===== src/rtl/phase_seq_pkg.sv =====
// Package: shared sizing for the phase sequencer.
// Assumes: the counter is wide enough to hold NUM_PHASES-1.
package phase_seq_pkg;
    localparam int unsigned SEQ_CNT_W  = 4;
    localparam int unsigned SEQ_PHASES = 5;
    // Strobe bit positions, in instruction order
    localparam int unsigned PH_FETCH  = 0;
    localparam int unsigned PH_DECODE = 1;
    localparam int unsigned PH_ALU    = 2;
    localparam int unsigned PH_MEM    = 3;
    localparam int unsigned PH_WBACK  = 4;
endpackage


===== src/rtl/phase_term_detect.sv =====
// Module: phase_term_detect
// Purpose: flags the count value of the final phase, which feeds the
// counter's synchronous clear.
// Assumes: count never exceeds the final phase once reset has been applied.
module phase_term_detect #(
    parameter int unsigned CNT_W      = 4,
    parameter int unsigned NUM_PHASES = 5
) (
    input  logic [CNT_W-1:0] count,
    output logic             at_last
);
    localparam logic [CNT_W-1:0] LAST = CNT_W'(NUM_PHASES - 1);

    // Compare the count against the terminal value
    always_comb begin
        at_last = (count == LAST);
    end
endmodule


===== src/rtl/phase_counter.sv =====
// Module: phase_counter
// Purpose: binary counter that steps on each enabled edge and clears when
// the terminal flag is set. Reset is synchronous and active low, and it
// wins over enable.
// Assumes: wrap_clr is driven combinationally from the current count.
module phase_counter #(
    parameter int unsigned CNT_W      = 4,
    parameter int unsigned NUM_PHASES = 5
) (
    input  logic             clk,
    input  logic             rst_n,
    input  logic             en,
    input  logic             wrap_clr,
    output logic [CNT_W-1:0] count
);
    localparam logic [CNT_W-1:0] LAST = CNT_W'(NUM_PHASES - 1);

    // Count register: reset, then hold, clear or increment
    always_ff @(posedge clk) begin
        if (!rst_n)        count <= '0;
        else if (!en)      count <= count;
        else if (wrap_clr) count <= '0;
        else               count <= count + CNT_W'(1);
    end


    reset_to_zero_chk: assert property (@(posedge clk)
        !rst_n |=> (count == '0));

    step_up_chk: assert property (@(posedge clk) disable iff (!rst_n)
        (en && count != LAST) |=> (count == $past(count) + CNT_W'(1)));

    wrap_to_zero_chk: assert property (@(posedge clk) disable iff (!rst_n)
        (en && count == LAST) |=> (count == '0));

    in_range_chk: assert property (@(posedge clk) disable iff (!rst_n)
        count <= LAST);

    hold_when_idle_chk: assert property (@(posedge clk) disable iff (!rst_n)
        !en |=> $stable(count));
endmodule


===== src/rtl/phase_decoder.sv =====
// Module: phase_decoder
// Purpose: turns the count into one strobe per phase.
// Assumes: count stays inside 0..NUM_PHASES-1. The clock and reset are
// used only by the checks.
module phase_decoder #(
    parameter int unsigned CNT_W      = 4,
    parameter int unsigned NUM_PHASES = 5
) (
    input  logic                  clk,
    input  logic                  rst_n,
    input  logic [CNT_W-1:0]      count,
    output logic [NUM_PHASES-1:0] strobe
);
    // One comparator per phase strobe
    for (genvar k = 0; k < NUM_PHASES; k++) begin : g_ph
        assign strobe[k] = (count == CNT_W'(k));
    end


    single_strobe_chk: assert property (@(posedge clk) disable iff (!rst_n)
        $countones(strobe) == 1);
endmodule


===== src/rtl/phase_sequencer.sv =====
// Module: phase_sequencer
// Purpose: top of the timing generator. A terminal-count detector feeds a
// counter's clear, and a decoder drives the one-hot phase strobes.
// Assumes: rst_n is held low for at least one clock edge before use.
module phase_sequencer
    import phase_seq_pkg::*;
#(
    parameter int unsigned CNT_W      = SEQ_CNT_W,
    parameter int unsigned NUM_PHASES = SEQ_PHASES
) (
    input  logic                  clk,
    input  logic                  rst_n,
    input  logic                  en,
    output logic [CNT_W-1:0]      count,
    output logic [NUM_PHASES-1:0] phase_strb
);
    logic at_last;

    phase_term_detect #(.CNT_W(CNT_W), .NUM_PHASES(NUM_PHASES)) u_term (
        .count   (count),
        .at_last (at_last)
    );

    phase_counter #(.CNT_W(CNT_W), .NUM_PHASES(NUM_PHASES)) u_cnt (
        .clk      (clk),
        .rst_n    (rst_n),
        .en       (en),
        .wrap_clr (at_last),
        .count    (count)
    );

    phase_decoder #(.CNT_W(CNT_W), .NUM_PHASES(NUM_PHASES)) u_dec (
        .clk    (clk),
        .rst_n  (rst_n),
        .count  (count),
        .strobe (phase_strb)
    );


    wb_then_fetch_chk: assert property (@(posedge clk) disable iff (!rst_n)
        (en && phase_strb[NUM_PHASES-1]) |=> phase_strb[PH_FETCH]);

    strobe_hold_chk: assert property (@(posedge clk) disable iff (!rst_n)
        !en |=> $stable(phase_strb));
endmodule


===== config.mk =====
export PLATFORM = sky130hd
export DESIGN_NAME = phase_sequencer
export DESIGN_NICKNAME = d
export VERILOG_FILES = /design/src/rtl/phase_seq_pkg.sv /design/src/rtl/phase_term_detect.sv /design/src/rtl/phase_counter.sv /design/src/rtl/phase_decoder.sv /design/src/rtl/phase_sequencer.sv
export SDC_FILE = /design/constraint.sdc
export NUM_CORES = 1
export LEC_CHECK = 0
export ABC_CLOCK_PERIOD_IN_PS = 1450
export CAP_MARGIN = 20
export CORE_AREA = 2 2 39 41
export DETAILED_ROUTE_END_ITERATION = 8
export DIE_AREA = 0 0 41 43
export GPL_TIMING_DRIVEN = 0
export HOLD_SLACK_MARGIN = 0.12
export PLACE_DENSITY = 0.53
export SETUP_SLACK_MARGIN = 0.1
export SLEW_MARGIN = 20
export SYNTH_ARGS = -nofsm -noshare
export SYNTH_HDL_FRONTEND = slang
export SYNTH_SLANG_ARGS = --single-unit

===== constraint.sdc =====
create_clock -name clk -period 1.45 [get_ports clk]
set_clock_uncertainty 0.15 [all_clocks]
set_input_delay 0.29 -clock clk [delete_from_list [all_inputs] [get_ports clk]]
set_output_delay 0.29 -clock clk [all_outputs]
set_load 0.02 [all_outputs]

; ---- After elaboration in Yosys (flattened, before gate mapping)
; Index checks and enable logic that the tools add are counted.
[op_classes]
add_sub_neg = 1
eq_ne = 4
mux = 1
reduce_logical = 1
[op_table]
columns = op, n
row1 = == test 4 x 2 -> 1 bit (second input constant), 2
row2 = adder 4 x 1 -> 4 bit (second input constant), 1
row3 = == test 4 x 1 -> 1 bit (second input constant), 1
row4 = == test 4 x 3 -> 1 bit (second input constant), 1
row5 = logical NOT 4 bit, 1
row6 = 2-to-1 mux 4 bit, 1
[totals]
reg_bits = 4
in_bits = 3
output_inout_bits = 9

; ---- Longest topological paths before layout
; Gate-level depths: netlist of run 1.
[depth]
ltp_word = 2
depth_mapped = 4
depth_no_buf = 4

; ---- Hierarchy
; Synthesis of run 1 repeated with hierarchy kept, for this count alone.
[hier_totals]
cells_unflattened = 27
hier_area_um2 = 251.5
[by_module_without_submodules]
columns = module, instances, cells_per_inst, area_each_um2, seq_area_each_um2
row1 = phase_counter, 1, 21, 191.4, 80.1
row2 = phase_decoder, 1, 5, 45.0, 0.0
row3 = phase_term_detect, 1, 1, 15.0, 0.0

; ---- Worst setup path after synthesis of run 1
; No wires, ideal clock.
[synth_timing]
path_type = register to output
from = reg u_cnt.count[0]
to = out phase_strb[4]
arrival_ps = 1158
path_slack_ps = -148
stages_incl_launch_ff = 5
n_path_buf = 1
cell_sequence = dfxtp_1 -> inv_1 -> ha_1 -> and3b_1 -> buf_4
[synth_via]
elab_chain_len = 1
[synth_rtl]
columns = item, line_no
row1 = from (decl), phase_counter.sv:14  ; output logic [CNT_W-1:0] count
row2 = from (signal assigned), phase_counter.sv:21  ; else if (!en) count <= count;
row3 = from (signal assigned), phase_counter.sv:23  ; else count <= count + CNT_W'(1);
row4 = == test 4 x 3 -> 1 bit, --
row5 = to (decl), phase_sequencer.sv:15  ; output logic [NUM_PHASES-1:0] phase_strb
; Every way passes these cells.

; ---- Worst setup path after layout of run 1
; Ends and elaborated chain as after synthesis.

==> reports/metrics.cfg, run 1 <==
[place]
pre_cts_ws_ps=-442
gp_congestion=0.681
io_buffers=11

[worst_hold_path]
hold_depth=2
min_from=u_cnt.count[3]
holdCritPathClass=reg2reg
hold_end=u_cnt.count[3]

[sta]
relSlewSlack_pct=83.6
hold_violations=0
tightest_slew_ps=246
fin_ws_ps=-207
finalSetupViolCount=5
final.min_clock_period_ps=1660
hold_slack_ps=347
fmax_mhz=604
drv_slew=0
timing.final.crit_share_pct=114
rsz0062_at_grt=true

[clock_network]
clk_pin_slew_ps=40
cts_max_level=1
numCtsBuffers=3
root_buffer=clkbuf_4
numClockSinks=4
cts_max_path_buffers=2
cts_tree=yes
insertion_delay_ps=230

[status]
run_status=finished with violations
violations=negative setup slack

[floorplanning]
die_x_um=41
ios=12
fp.dieH_um=43
num_rows=14
start_util_pct=20.2
core_area_um2=1380
fp.dieArea_um2=1760

[global_route]
grt_pass1_vias=284
use_met2_pct=14.1
grt_use_total_pct=10.1
grt_use_met3_pct=7.85
grt_start_max_net_pins=9
antenna_found_initial=0
busiest_layer=met2
overflow=0
grt_pass1_wl_mm=1.14
grt_util_met1_pct=11.2

[job]
maxCapViolations=0

[critical_path]
r2r-end=u_cnt.count[0]
critPathTopFamily=flip-flops
cp_common_cell=buf_6
ff2ff_path_depth=5
start_kind=flop
cp_cell_sequence=inv_4, ha_4, and3b_2, buf_6, buf_6
slowest_stage=dfxtp_4
arrival_ps=1220
reg2reg_from=u_cnt.count[0]
crit_buf_inv=3
cp_data_required_time_ps=1010
path_max_fanout=3
r2r_slack_ps=180
cp.depth=5
path_class=reg2out
crit_start=u_cnt.count[0]
endpoint_kind=output port
critPathMaxStageDelay_ps=360

[logic_synthesis]
ys_seq_elements=4
syn_area_um2=279
syn_inst=30
synth_nets=37
synthDistinctLibCells=16
ys_seq_area_share_pct=28.7
yosysWarningCount=0
syn_area_per_cell_um2=9.30

[power]
p_leak_nw=0.252
power_density_nw_per_um2=717
ir_worst_vdd_uv=389

[cells_and_area]
top_register=u_cnt.count
drive_gt1_share_pct=71.7
nets=62
final_cell_mix=9 x buf_4, 7 x buf_6, 4 x and2_4, 4 x nand3b_1
reg_top3=u_cnt.count x4
register_area_um2=90.1
multiInputGateArea_um2=243
area_growth_pct=108
antenna_cells=0
largest_reg_flops=4
layout_commonest_cell=buf_4
nFillCells=157

[detailed_routing]
vias=300
drt-pass1-iter-count=2
drc=0
wl_per_cell_um=9.72
drt_iter0_drc=1
ant_nets=0
wirelength_um=671
viasPerCell=4.35

-- worst max path at each step --
stage,to
after detailed placement,phase_strb[4]
final,phase_strb[4]
after global routing,phase_strb[4]
after CTS,phase_strb[4]
after global placement,phase_strb[4]
after floorplan,phase_strb[4]
-- cell type report --
| cell class | count | share of cell area, % |
|---|---|---|
| sequential | 4 | 15.5 |
| clock buffer | 3 | 3.88 |
| multi-input combinational | 23 | 41.8 |
| buffer | 1 | 1.94 |
| timing repair buffer | 20 | 31.2 |
| inverter | 2 | 2.16 |
| tap | 16 | 3.45 |
-- per-layer routing --
metal / up-vias / wire (um)
met3: 0 / 66
met5: - / 0
met2: 9 / 320
met4: 0 / 0
li1: 150 / -
met1: 141 / 284
-- timing repair --
action | in CTS | in global routing
hold buffers | 0 | 0
pin swaps | 2 | 1
gates resized for setup | 46 | 15
endpoints found under the setup margin | 10 | 8
buffers inserted | 6 | 3
-- cell usage after synthesis, drive strengths merged --
cell type | count | share of area, %
or3b | 1 | 3.1
o211ai | 1 | 2.7
nor2 | 1 | 1.3
dfxtp | 4 | 29
buf | 1 | 2.7
o21ai | 1 | 1.8
and2 | 4 | 9.0
nor2b | 1 | 2.2
ha | 4 | 18
nand3b | 4 | 11
inv | 2 | 2.7
mux2i | 2 | 7.2
nand4 | 1 | 2.2
nand4b | 1 | 3.1
and3b | 1 | 3.1
nand2 | 1 | 1.3
-- power breakdown --
part           total (mW)  switching (mW)  internal (mW)
combinational       0.153          0.0648         0.0881
clock               0.138          0.0455         0.0926
sequential          0.125         0.00861          0.117
total               0.416           0.119          0.297
-- worst register-to-register path: stages, from the launching register on --
cell and delay (ps):
dfxtp_4 360, inv_4 40, ha_4 150, and3b_2 200, buf_4 130, o21ai_0 150
-- cell families after synthesis --
| logic type | Yosys count | share of synthesized area [%] |
|---|---|---|
| AND/OR/NAND/NOR | 15 | 36.3 |
| flip-flops | 4 | 28.7 |
| adder cells (fa/ha/maj) | 4 | 17.9 |
| multiplexers | 2 | 7.18 |
| AO/OA/AOI/OAI | 2 | 4.48 |
| buffers and inverters | 3 | 5.38 |
-- metrics by stage --
stage                     std cells  total power [mW]  TNS, ps  area (um^2)  utilization [%]
after global placement           57             0.234    -1730          438             31.6
after floorplan                  30             0.185        0          308                -
after CTS                        66             0.397     -720          510             36.9
final                            69             0.416     -759          581             42.0
after detailed placement         57             0.233    -1690          438             31.6
after global routing             69             0.449     -974          581             42.0
No activity file was read; power rests on OpenSTA's default activity.
==> run 2: changes to the inputs <==
- ABC_AREA: default -> 0
- PLACE_DENSITY: 0.53 -> default
- PLACE_DENSITY_LB_ADDON: default -> 0.15
==> run 2 against run 1 <==
- the flow still finishes with violations (negative setup slack)
- sequential share of layout area increased by 0.80 points
- first-iteration DRC count decreased by 100%
- non-clock buffer count decreased by 2
- combinational power decreased by 5%
- wire length increased by 1.0%
- critical endpoint unchanged
- largest power group unchanged
==> reports/metrics.cfg, run 2 (synthesis gave the netlist of run 1 again) <==
[power]
ir_worst_vdd_uv=468  ; was 389 uV
p_leak_nw=0.241  ; was 0.252 nW
power_density_nw_per_um2=738  ; was 717 nW/um^2
total_power_mw=0.402  ; was 0.416 mW

[critical_path]
cp_data_required_time_ps=1010  ; about the same
cp_common_cell=buf_6  ; unchanged
r2r_slack_ps=90  ; was 180 ps
crit_buf_inv=3  ; unchanged
cp_cell_sequence=inv_4, ha_4, and3b_2, buf_6, buf_6  ; unchanged
slowest_stage=dfxtp_4  ; unchanged
endpoint_kind=output port  ; unchanged
arrival_ps=1200  ; was 1220 ps
path_max_fanout=3  ; unchanged
cp.depth=5  ; unchanged
critPathTopFamily=flip-flops  ; unchanged
ff2ff_path_depth=5  ; unchanged
critPathMaxStageDelay_ps=360  ; about the same
start_kind=flop  ; unchanged
path_class=reg2out  ; unchanged

[sta]
drv_slew=0  ; unchanged
hold_violations=0  ; unchanged
hold_slack_ps=373  ; was 347 ps
final.min_clock_period_ps=1640  ; was 1660 ps
finalSetupViolCount=5  ; unchanged
relSlewSlack_pct=84.2  ; was 83.6%
fin_ws_ps=-192  ; was -207 ps
timing.final.crit_share_pct=113  ; was 114%
setup_tns_ps=-740  ; was -759 ps
rsz0062_at_grt=true  ; unchanged
fmax_mhz=609  ; was 604 MHz
tightest_slew_ps=236  ; was 246 ps

[status]
run_status=finished with violations  ; unchanged
violations=negative setup slack  ; unchanged

[clock_network]
cts_max_level=1  ; unchanged
clk_pin_slew_ps=40  ; about the same
cts_tree=yes  ; unchanged
numClockSinks=4  ; unchanged
cts_max_path_buffers=2  ; unchanged
insertion_delay_ps=230  ; about the same
numCtsBuffers=3  ; unchanged
root_buffer=clkbuf_4  ; unchanged
hold_buffers=0  ; unchanged

[detailed_routing]
drt-pass1-iter-count=1  ; was 2
viasPerCell=4.24  ; was 4.35
drc=0  ; unchanged
wl_per_cell_um=10.1  ; was 9.72 um
vias=284  ; was 300
wirelength_um=678  ; was 671 um
ant_nets=0  ; unchanged
drt_iter0_drc=0  ; was 1

[job]
maxCapViolations=0  ; unchanged

[cells_and_area]
utilization_pct=39.3  ; was 42.0%
nets=60  ; was 62
largest_reg_flops=4  ; unchanged
top_register=u_cnt.count  ; unchanged
antenna_cells=0  ; unchanged
final_cell_mix=7 x buf_6, 7 x buf_4, 4 x nand3b_1  ; was 9 x buf_4, 7 x buf_6, 4 x and2_4, 4 x nand3b_1
area_growth_pct=95.1  ; was 108%
reg_top3=u_cnt.count x4  ; unchanged
drive_gt1_share_pct=66.7  ; was 71.7%

[global_route]
antenna_found_initial=0  ; unchanged
overflow=0  ; unchanged
grt_pass1_wl_mm=1.17  ; was 1.14 mm
grt_pass1_vias=291  ; was 284
grt_use_total_pct=9.93  ; was 10.1%
grt_start_max_net_pins=9  ; unchanged

[floorplanning]
core_area_um2=1380  ; unchanged
die_x_um=41  ; unchanged
ios=12  ; unchanged
start_util_pct=20.2  ; unchanged
fp.dieH_um=43  ; unchanged
num_rows=14  ; unchanged
fp.dieArea_um2=1760  ; unchanged

[worst_hold_path]
hold_depth=2  ; unchanged
holdCritPathClass=reg2reg  ; unchanged

[place]
gp_congestion=0.701  ; was 0.681
pre_cts_ws_ps=-445  ; was -442 ps
io_buffers=11  ; unchanged
hpwl_um=494

## run 2: cell types whose count changed in the layout (fill, tap and decap cells not counted)
cell             before  now
nor2_2                0    1
buf_2                 1    3
nor2_4                1    0
dfxtp_1               0    1
and2_4                4    3
clkdlybuf4s15_2       2    0
and2_1                0    1
dfxtp_2               2    1
buf_4                 9    7
## run 2: final timing paths
kind | end | from
worst max register to register | u_cnt.count[3] | u_cnt.count[0]
worst min register to register | u_cnt.count[3] | u_cnt.count[3]
worst max-delay path | phase_strb[4] | u_cnt.count[0]
worst min-delay path | u_cnt.count[3] | u_cnt.count[3]
## run 2: metrics by stage
stage                     std cells  cell area [um^2]
final                            67               544
after global routing             67               544
after CTS                        67               532
after detailed placement         57               438
after global placement           57               438
after floorplan                  30               308
## run 2: repair_timing
item	4_1_cts	5_1_grt
buffers inserted	7	0
pin swaps	2	2
setup endpoints to repair	10	9
gates resized for setup	52	8
## run 2: metal layers
metal	up-vias	part of all wire (%)	wire length, um	track usage (%)
met4	0	0	0	2.00
li1	146	-	-	-
met2	7	54	365	15.0
met5	-	0	0	0
met1	131	43	294	11.5
met3	0	2.7	18	6.28
## run 2: worst reg2reg max path: cells and delay by family, from the launching register on
family        cells  cell delay, ps
flops             1             360
simple gates      1             330
buf+inv           2             170
fa+ha+maj         1             150
mux               1             130
## run 2: area by class of cell
| class | count | area, um^2 |
|---|---|---|
| clock buffers | 3 | 22.5 |
| multi-input cells | 23 | 235 |
| plain buffers | 1 | 11.3 |
| well taps | 16 | 20.0 |
| fillers | 146 | 840 |
| inverters | 2 | 12.5 |
| flip-flops and latches | 4 | 88.8 |
| repair buffers | 18 | 154 |
## run 2: power by group
part	leakage (nW)	total (mW)	internal, mW	switching [mW]
logic	0.192	0.145	0.0806	0.0645
clock network	0.0138	0.132	0.0922	0.0399
registers	0.0344	0.125	0.117	0.00813
total	0.241	0.402	0.289	0.112
